[src/rtl/bridge_pkg.sv]
// Shared types for the drawbridge controller.
// Assumes: the target fits in one bit and the motor state in two bits.
package bridge_pkg;

    typedef enum logic {
        TGT_LOWER = 1'b0,
        TGT_RAISE = 1'b1
    } tgt_t;

    // All four codes are legal, so a corrupted register always lands in a
    // defined state.
    typedef enum logic [1:0] {
        MOT_IDLE  = 2'b00,
        MOT_RAISE = 2'b01,
        MOT_LOWER = 2'b10,
        MOT_LOCK  = 2'b11
    } mot_t;

endpackage

[src/rtl/bridge_span_counter.sv]
// Saturating tick counter used to time one span.
// What it does: counts up from zero and stops at last_val. at_end is high
// while the count has reached last_val.
// Assumes: restart is pulsed on the edge that enters a timed span;
// last_val only changes together with a restart.
module bridge_span_counter #(
    parameter int WIDTH = 4
) (
    input  logic             clk,
    input  logic             rst_n,
    input  logic             restart,
    input  logic [WIDTH-1:0] last_val,
    output logic             at_end
);

    logic [WIDTH-1:0] cnt_q;

    assign at_end = (cnt_q >= last_val);

    // Purpose: clear on reset or restart, otherwise count up to last_val and hold.
    always_ff @(posedge clk) begin
        if (!rst_n) begin
            cnt_q <= '0;
        end else if (restart) begin
            cnt_q <= '0;
        end else if (!at_end) begin
            cnt_q <= cnt_q + 1'b1;
        end
    end


    span_hold_chk: assert property (@(posedge clk) disable iff (!rst_n)
        (at_end && !restart) |=> at_end);

endmodule

[src/rtl/bridge_target_gen.sv]
// Free-running target schedule.
// What it does: holds "lower" for DOWN_TICKS cycles and "raise" for
// UP_TICKS cycles, alternating. It also exposes the value for the next cycle
// so that the motor machine can follow a change on the same edge.
// Assumes: both tick counts are at least 1.
module bridge_target_gen
    import bridge_pkg::*;
#(
    parameter int DOWN_TICKS = 8,
    parameter int UP_TICKS   = 6
) (
    input  logic clk,
    input  logic rst_n,
    output tgt_t tgt_q,
    output tgt_t tgt_nxt
);

    localparam int MAX_TICKS = (DOWN_TICKS > UP_TICKS) ? DOWN_TICKS : UP_TICKS;
    localparam int CW        = (MAX_TICKS > 1) ? $clog2(MAX_TICKS) : 1;
    localparam logic [CW-1:0] DOWN_LAST = CW'(DOWN_TICKS - 1);
    localparam logic [CW-1:0] UP_LAST   = CW'(UP_TICKS - 1);

    logic          phase_end;
    logic [CW-1:0] phase_last;

    assign phase_last = (tgt_q == TGT_RAISE) ? UP_LAST : DOWN_LAST;

    bridge_span_counter #(.WIDTH(CW)) u_phase_cnt (
        .clk      (clk),
        .rst_n    (rst_n),
        .restart  (phase_end),
        .last_val (phase_last),
        .at_end   (phase_end)
    );

    // Purpose: flip the target when the current phase has run its length.
    always_comb begin
        tgt_nxt = tgt_q;
        if (phase_end) begin
            tgt_nxt = (tgt_q == TGT_RAISE) ? TGT_LOWER : TGT_RAISE;
        end
    end

    // Purpose: target register, starting in "lower".
    always_ff @(posedge clk) begin
        if (!rst_n) begin
            tgt_q <= TGT_LOWER;
        end else begin
            tgt_q <= tgt_nxt;
        end
    end


    tgt_lower_hold_chk: assert property (@(posedge clk) disable iff (!rst_n)
        (tgt_q == TGT_LOWER && !phase_end) |=> (tgt_q == TGT_LOWER));


    tgt_raise_hold_chk: assert property (@(posedge clk) disable iff (!rst_n)
        (tgt_q == TGT_RAISE && !phase_end) |=> (tgt_q == TGT_RAISE));

endmodule

[src/rtl/bridge_motor_fsm.sv]
// Motor state machine: idle, raising, lowering, and timed lock.
// What it does: chooses the next motor state from the next target value,
// the two limit switches and the lock timer.
// Assumes: the switches are already debounced and tgt_nxt is the target
// value that becomes valid at the same edge.
module bridge_motor_fsm
    import bridge_pkg::*;
#(
    parameter int LOCK_TICKS = 3
) (
    input  logic clk,
    input  logic rst_n,
    input  tgt_t tgt_nxt,
    input  logic sw_up_closed,
    input  logic sw_dn_closed,
    output mot_t mot_q
);

    localparam int LW = (LOCK_TICKS > 1) ? $clog2(LOCK_TICKS) : 1;
    localparam logic [LW-1:0] LOCK_LAST = LW'(LOCK_TICKS - 1);

    mot_t mot_nxt;
    logic lock_enter;
    logic lock_done;
    logic sw_fault;

    assign sw_fault   = sw_up_closed && sw_dn_closed;
    assign lock_enter = (mot_nxt == MOT_LOCK) && (mot_q != MOT_LOCK);

    bridge_span_counter #(.WIDTH(LW)) u_lock_cnt (
        .clk      (clk),
        .rst_n    (rst_n),
        .restart  (lock_enter),
        .last_val (LOCK_LAST),
        .at_end   (lock_done)
    );

    // Purpose: next-state rules; a switch fault wins, then a target change, then the switches.
    always_comb begin
        mot_nxt = MOT_IDLE;
        if (!sw_fault) begin
            unique case (mot_q)
                MOT_IDLE: begin
                    if (tgt_nxt == TGT_RAISE && !sw_up_closed)      mot_nxt = MOT_RAISE;
                    else if (tgt_nxt == TGT_LOWER && !sw_dn_closed) mot_nxt = MOT_LOWER;
                    else                                            mot_nxt = MOT_IDLE;
                end
                MOT_RAISE: begin
                    if (tgt_nxt == TGT_LOWER) mot_nxt = MOT_LOWER;
                    else if (sw_up_closed)    mot_nxt = MOT_IDLE;
                    else                      mot_nxt = MOT_RAISE;
                end
                MOT_LOWER: begin
                    if (tgt_nxt == TGT_RAISE) mot_nxt = MOT_RAISE;
                    else if (sw_dn_closed)    mot_nxt = MOT_LOCK;
                    else                      mot_nxt = MOT_LOWER;
                end
                MOT_LOCK: begin
                    mot_nxt = lock_done ? MOT_IDLE : MOT_LOCK;
                end
                default: mot_nxt = MOT_IDLE;
            endcase
        end
    end

    // Purpose: motor state register, starting idle.
    always_ff @(posedge clk) begin
        if (!rst_n) begin
            mot_q <= MOT_IDLE;
        end else begin
            mot_q <= mot_nxt;
        end
    end


    sw_fault_idle_chk: assert property (@(posedge clk) disable iff (!rst_n)
        (sw_up_closed && sw_dn_closed) |=> (mot_q == MOT_IDLE));


    raise_stop_chk: assert property (@(posedge clk) disable iff (!rst_n)
        (mot_q == MOT_RAISE && sw_up_closed && tgt_nxt == TGT_RAISE) |=> (mot_q == MOT_IDLE));


    lock_exit_chk: assert property (@(posedge clk) disable iff (!rst_n)
        (mot_q == MOT_LOCK) |=> (mot_q == MOT_LOCK || mot_q == MOT_IDLE));


    lower_to_lock_chk: assert property (@(posedge clk) disable iff (!rst_n)
        (mot_q == MOT_LOWER && sw_dn_closed && !sw_up_closed && tgt_nxt == TGT_LOWER)
            |=> (mot_q == MOT_LOCK));

endmodule

[src/rtl/bridge_ctrl.sv]
// Drawbridge controller top: target schedule plus motor machine.
// What it does: drives motor_up / motor_down from the registered motor
// state and exports {target, motor state} as state_code.
// Assumes: synchronous active-low reset; the switches are debounced levels.
module bridge_ctrl
    import bridge_pkg::*;
#(
    parameter int DOWN_TICKS = 8,
    parameter int UP_TICKS   = 6,
    parameter int LOCK_TICKS = 3
) (
    input  logic       clk,
    input  logic       rst_n,
    input  logic       sw_up_closed,
    input  logic       sw_down_closed,
    output logic       motor_up,
    output logic       motor_down,
    output logic [2:0] state_code
);

    tgt_t tgt_q;
    tgt_t tgt_nxt;
    mot_t mot_q;

    bridge_target_gen #(
        .DOWN_TICKS (DOWN_TICKS),
        .UP_TICKS   (UP_TICKS)
    ) u_target (
        .clk     (clk),
        .rst_n   (rst_n),
        .tgt_q   (tgt_q),
        .tgt_nxt (tgt_nxt)
    );

    bridge_motor_fsm #(
        .LOCK_TICKS (LOCK_TICKS)
    ) u_motor (
        .clk          (clk),
        .rst_n        (rst_n),
        .tgt_nxt      (tgt_nxt),
        .sw_up_closed (sw_up_closed),
        .sw_dn_closed (sw_down_closed),
        .mot_q        (mot_q)
    );

    // Purpose: decode the motor command and build the observation code.
    always_comb begin
        motor_up   = (mot_q == MOT_RAISE);
        motor_down = (mot_q == MOT_LOWER) || (mot_q == MOT_LOCK);
        state_code = {tgt_q, mot_q};
    end


    no_mismatch_chk: assert property (@(posedge clk) disable iff (!rst_n)
        !((tgt_q == TGT_LOWER && mot_q == MOT_RAISE) ||
          (tgt_q == TGT_RAISE && mot_q == MOT_LOWER)));


    motor_excl_chk: assert property (@(posedge clk) disable iff (!rst_n)
        !(motor_up && motor_down));


    reset_state_chk: assert property (@(posedge clk)
        !rst_n |=> (state_code == 3'b000 && !motor_up && !motor_down));

endmodule

[config.mk]
export PLATFORM = sky130hd
export DESIGN_NAME = bridge_ctrl
export DESIGN_NICKNAME = d
export VERILOG_FILES = /design/src/rtl/bridge_pkg.sv /design/src/rtl/bridge_span_counter.sv /design/src/rtl/bridge_target_gen.sv /design/src/rtl/bridge_motor_fsm.sv /design/src/rtl/bridge_ctrl.sv
export SDC_FILE = /design/constraint.sdc
export NUM_CORES = 1
export LEC_CHECK = 0
export BUFFER_PORTS_ARGS = -buffer_cell sky130_fd_sc_hd__buf_2
export CAP_MARGIN = 20
export CORE_AREA = 10 10 47 49
export CTS_BUF_LIST = sky130_fd_sc_hd__clkbuf_8 sky130_fd_sc_hd__clkbuf_16
export CTS_CLUSTER_DIAMETER = 50
export DETAILED_ROUTE_END_ITERATION = 6
export DIE_AREA = 0 0 57 59
export PLACE_DENSITY_LB_ADDON = 0.1
export SYNTH_ARGS = -nofsm -noshare
export SYNTH_HDL_FRONTEND = slang
export SYNTH_SLANG_ARGS = --single-unit
[constraint.sdc]
create_clock -name clk -period 3.1 [get_ports clk]
set_input_delay 0.62 -clock clk [delete_from_list [all_inputs] [get_ports clk]]
set_output_delay 0.62 -clock clk [all_outputs]
set_load 0.03 [all_outputs]
==> impl_metrics.env <==
export IMPL_ys_async_sr_fraction_pct=0
export IMPL_regToRegEndpoint="u_motor.u_lock_cnt.cnt_q[0]$_SDFFE_PP0N_"
export IMPL_cts_buffers=3
export IMPL_clkTransAtPathRegs_ns=0.04
export IMPL_post_drt_wl_per_cell_um=10.6
export IMPL_cts_buffer_depth=2
export IMPL_worstSetupStartpoint="u_motor.mot_q[0]$_SDFF_PN0_"
export IMPL_synth_seq_cells=8
export IMPL_cp_depth=2
export IMPL_synth_commonest_cells="nor2_1, dfxtp_1, ha_1, inv_1, nand2_1"
export IMPL_critPathSlowestCell="dfxtp_1"
export IMPL_synthTopCellsByArea="dfxtp_1, ha_1, nor2_1"
export IMPL_io_pins=9
export IMPL_r2r_slack_ns=1.56
export IMPL_fmaxAchievable_ghz=0.622
export IMPL_powerDensity_nw_per_um2=648
export IMPL_drive_gt1_share_pct=24.6
export IMPL_r2r_start="u_target.tgt_q$_SDFF_PN0_"
export IMPL_antenna_found_initial=0
export IMPL_cp_cell_sequence="nor2b_1 -> buf_2"
export IMPL_worstSetupEndpointType="output pin"
export IMPL_worstSetupStartpointType="register"
export IMPL_route_antenna_remaining_nets=0
export IMPL_maxSlewHeadroom_pct=80.7
export IMPL_chipWidth_um=57
export IMPL_core_area_um2=1400
export IMPL_diodes=0
export IMPL_cpPeakStageDelay_ns=0.42
export IMPL_vias_per_cell=4.74
export IMPL_io_buffer_count=8
export IMPL_critical_path_arrival_ns=0.99
export IMPL_gp_congestion=0.659
export IMPL_syn_nets=55
export IMPL_grt_pass1_wl_um=1410
export IMPL_path_class="reg -> out"
export IMPL_worst_slew_pin_slew_ns=0.289
export IMPL_cts_tree="yes"
export IMPL_drv_cap=0
export IMPL_yosys_area_top_type="dfxtp_1"
export IMPL_reg2reg_depth=5
export IMPL_rsz0062_at_grt="false"
export IMPL_cts_resized_gates=0
export IMPL_peakVddDrop_mv=0.289
export IMPL_finalMaxSlewViolations=0
export IMPL_setup_violations=0
export IMPL_die_area_um2=3360
export IMPL_crit_end="motor_up"
export IMPL_seq_area_frac_synth_pct=38.7
export IMPL_clock_latency_ns=0.22
export IMPL_cts_sinks=8
export IMPL_yosysWarnings=0
export IMPL_cts_setup_buffers=0
export IMPL_vias=346
export IMPL_cp_required_ns=2.48
export IMPL_synth_distinct_cells=23
export IMPL_finalNetCount=66
export IMPL_min_path_type="reg -> reg"
export IMPL_synth_most_common_cell="nor2_1"
export IMPL_worstPathMaxFanout=7
export IMPL_ys_flop_type="dfxtp_1"
export IMPL_std_cell_rows=14
export IMPL_drt_iter0_drc=6
export IMPL_drc=0
export IMPL_synth_edf_count=0
export IMPL_wirelength_um=771
export IMPL_synthCells=48
export IMPL_die_h_um=59
export IMPL_nFillCells=161
export IMPL_grt_pass1_vias=349
export IMPL_fin_skew_ns=0.00242
export IMPL_syn_avg_cell_area_um2=8.63
export IMPL_drt_first_pass_iters=4
export IMPL_crit_family="flip-flops"
export IMPL_min_from="u_target.u_phase_cnt.cnt_q[0]$_SDFF_PP0_"
export IMPL_hold_viol=0
export IMPL_tns_ns=0
export IMPL_hold_buffers=0
export IMPL_grt_max_degree=9
export IMPL_htree_levels=1
export IMPL_grtUsageTotal_pct=5.19
export IMPL_initial_core_util_pct=29.6
export IMPL_status="complete, no violations"
export IMPL_fin_crit_sh_pct=51.8
export IMPL_period_needed_ns=1.61
export IMPL_final_util_pct=36.0
export IMPL_syn_area_um2=414
export IMPL_grt_overflow_total=0
export IMPL_path_buf_inv=1
export IMPL_cts_root_buf="clkbuf_8"
export IMPL_power_leakage_uw=0.000243
export IMPL_synth_top_cell_area_share_pct=38.7
export IMPL_area_growth_pct=21.8
how the worst min path moves through the flow:
stage / to / cells after the start
global placement: u_target.u_phase_cnt.cnt_q[0]$_SDFF_PP0_ / 1
floorplan: u_target.u_phase_cnt.cnt_q[0]$_SDFF_PP0_ / 1
finish: u_target.u_phase_cnt.cnt_q[0]$_SDFF_PP0_ / 1
detailed placement: u_target.u_phase_cnt.cnt_q[0]$_SDFF_PP0_ / 1
global route: u_target.u_phase_cnt.cnt_q[0]$_SDFF_PP0_ / 1
CTS: u_target.u_phase_cnt.cnt_q[0]$_SDFF_PP0_ / 1
cell type report:
class / instances / area [µm²] / area share (%)
timing repair buffer: 8 / 40.0 / 7.94
sequential: 8 / 160 / 31.8
clock buffer: 3 / 41.3 / 8.19
inverter: 3 / 11.3 / 2.23
multi-input combinational: 35 / 231 / 45.9
tap: 16 / 20.0 / 3.97
metrics by stage:
stage	area [µm²]	cells	hold slack (ns)	power, µW	worst slack (ns)
2_1_floorplan	414	48	0.450	194	1.41
4_1_cts	504	73	0.490	333	1.47
6_report	504	73	0.484	327	1.49
3_3_place_gp	463	70	0.497	211	1.56
5_1_grt	504	73	0.537	353	1.44
3_5_place_dp	463	70	0.485	210	1.56
worst reg2reg max path, delay by kind of cell (launching register included):
family          cells  cell delay (ns)
simple gates        1             0.04
flops               1             0.33
compound gates      3             0.74
fa+ha+maj           1             0.31
cell families after synthesis:
family | Yosys count | share of synthesized area, %
multiplexers | 1 | 2.42
AO/OA/AOI/OAI | 10 | 18.4
buffers and inverters | 5 | 5.44
adder cells (fa/ha/maj) | 3 | 9.06
XOR/XNOR | 1 | 2.12
AND/OR/NAND/NOR | 20 | 23.9
flip-flops | 8 | 38.7
sequential cells by signal, summed over array words and instances (netlist names):
signal / count
u_target.tgt_q: 1
u_motor.u_lock_cnt.cnt_q: 2
u_target.u_phase_cnt.cnt_q: 3
u_motor.mot_q: 2
layer usage:
metal / global-route usage, % / up-vias / wire length [µm]
met5: 0 / - / 0
met4: 3.02 / 0 / 10
met3: 3.43 / 2 / 67
met2: 7.44 / 10 / 341
met1: 5.60 / 149 / 351
li1: - / 185 / -
cell usage in the layout (no fill, tap or decap):
cell,instances
nor2_1,9
and3_1,1
o21ai_0,2
and2b_2,1
a21o_1,1
dfxtp_1,8
o21ai_1,1
nand2b_1,1
a21oi_1,2
o2111ai_1,1
nor2b_1,2
a32oi_2,1
nand3_1,1
mux2i_1,1
buf_2,8
a41o_2,1
inv_1,3
o211ai_1,1
ha_1,3
nor3b_1,2
xnor2_1,1
clkbuf_8,3
nand2_1,3
power breakdown:
| part | internal [µW] | switching (µW) | leakage [µW] | total (µW) |
|---|---|---|---|---|
| logic | 34.5 | 39.5 | 0.000156 | 74.0 |
| registers | 119 | 14.3 | 0.0000660 | 133 |
| clock network | 83.7 | 35.7 | 0.0000216 | 119 |
| total | 237 | 89.6 | 0.000243 | 327 |
No activity file was read; power rests on OpenSTA's default activity.
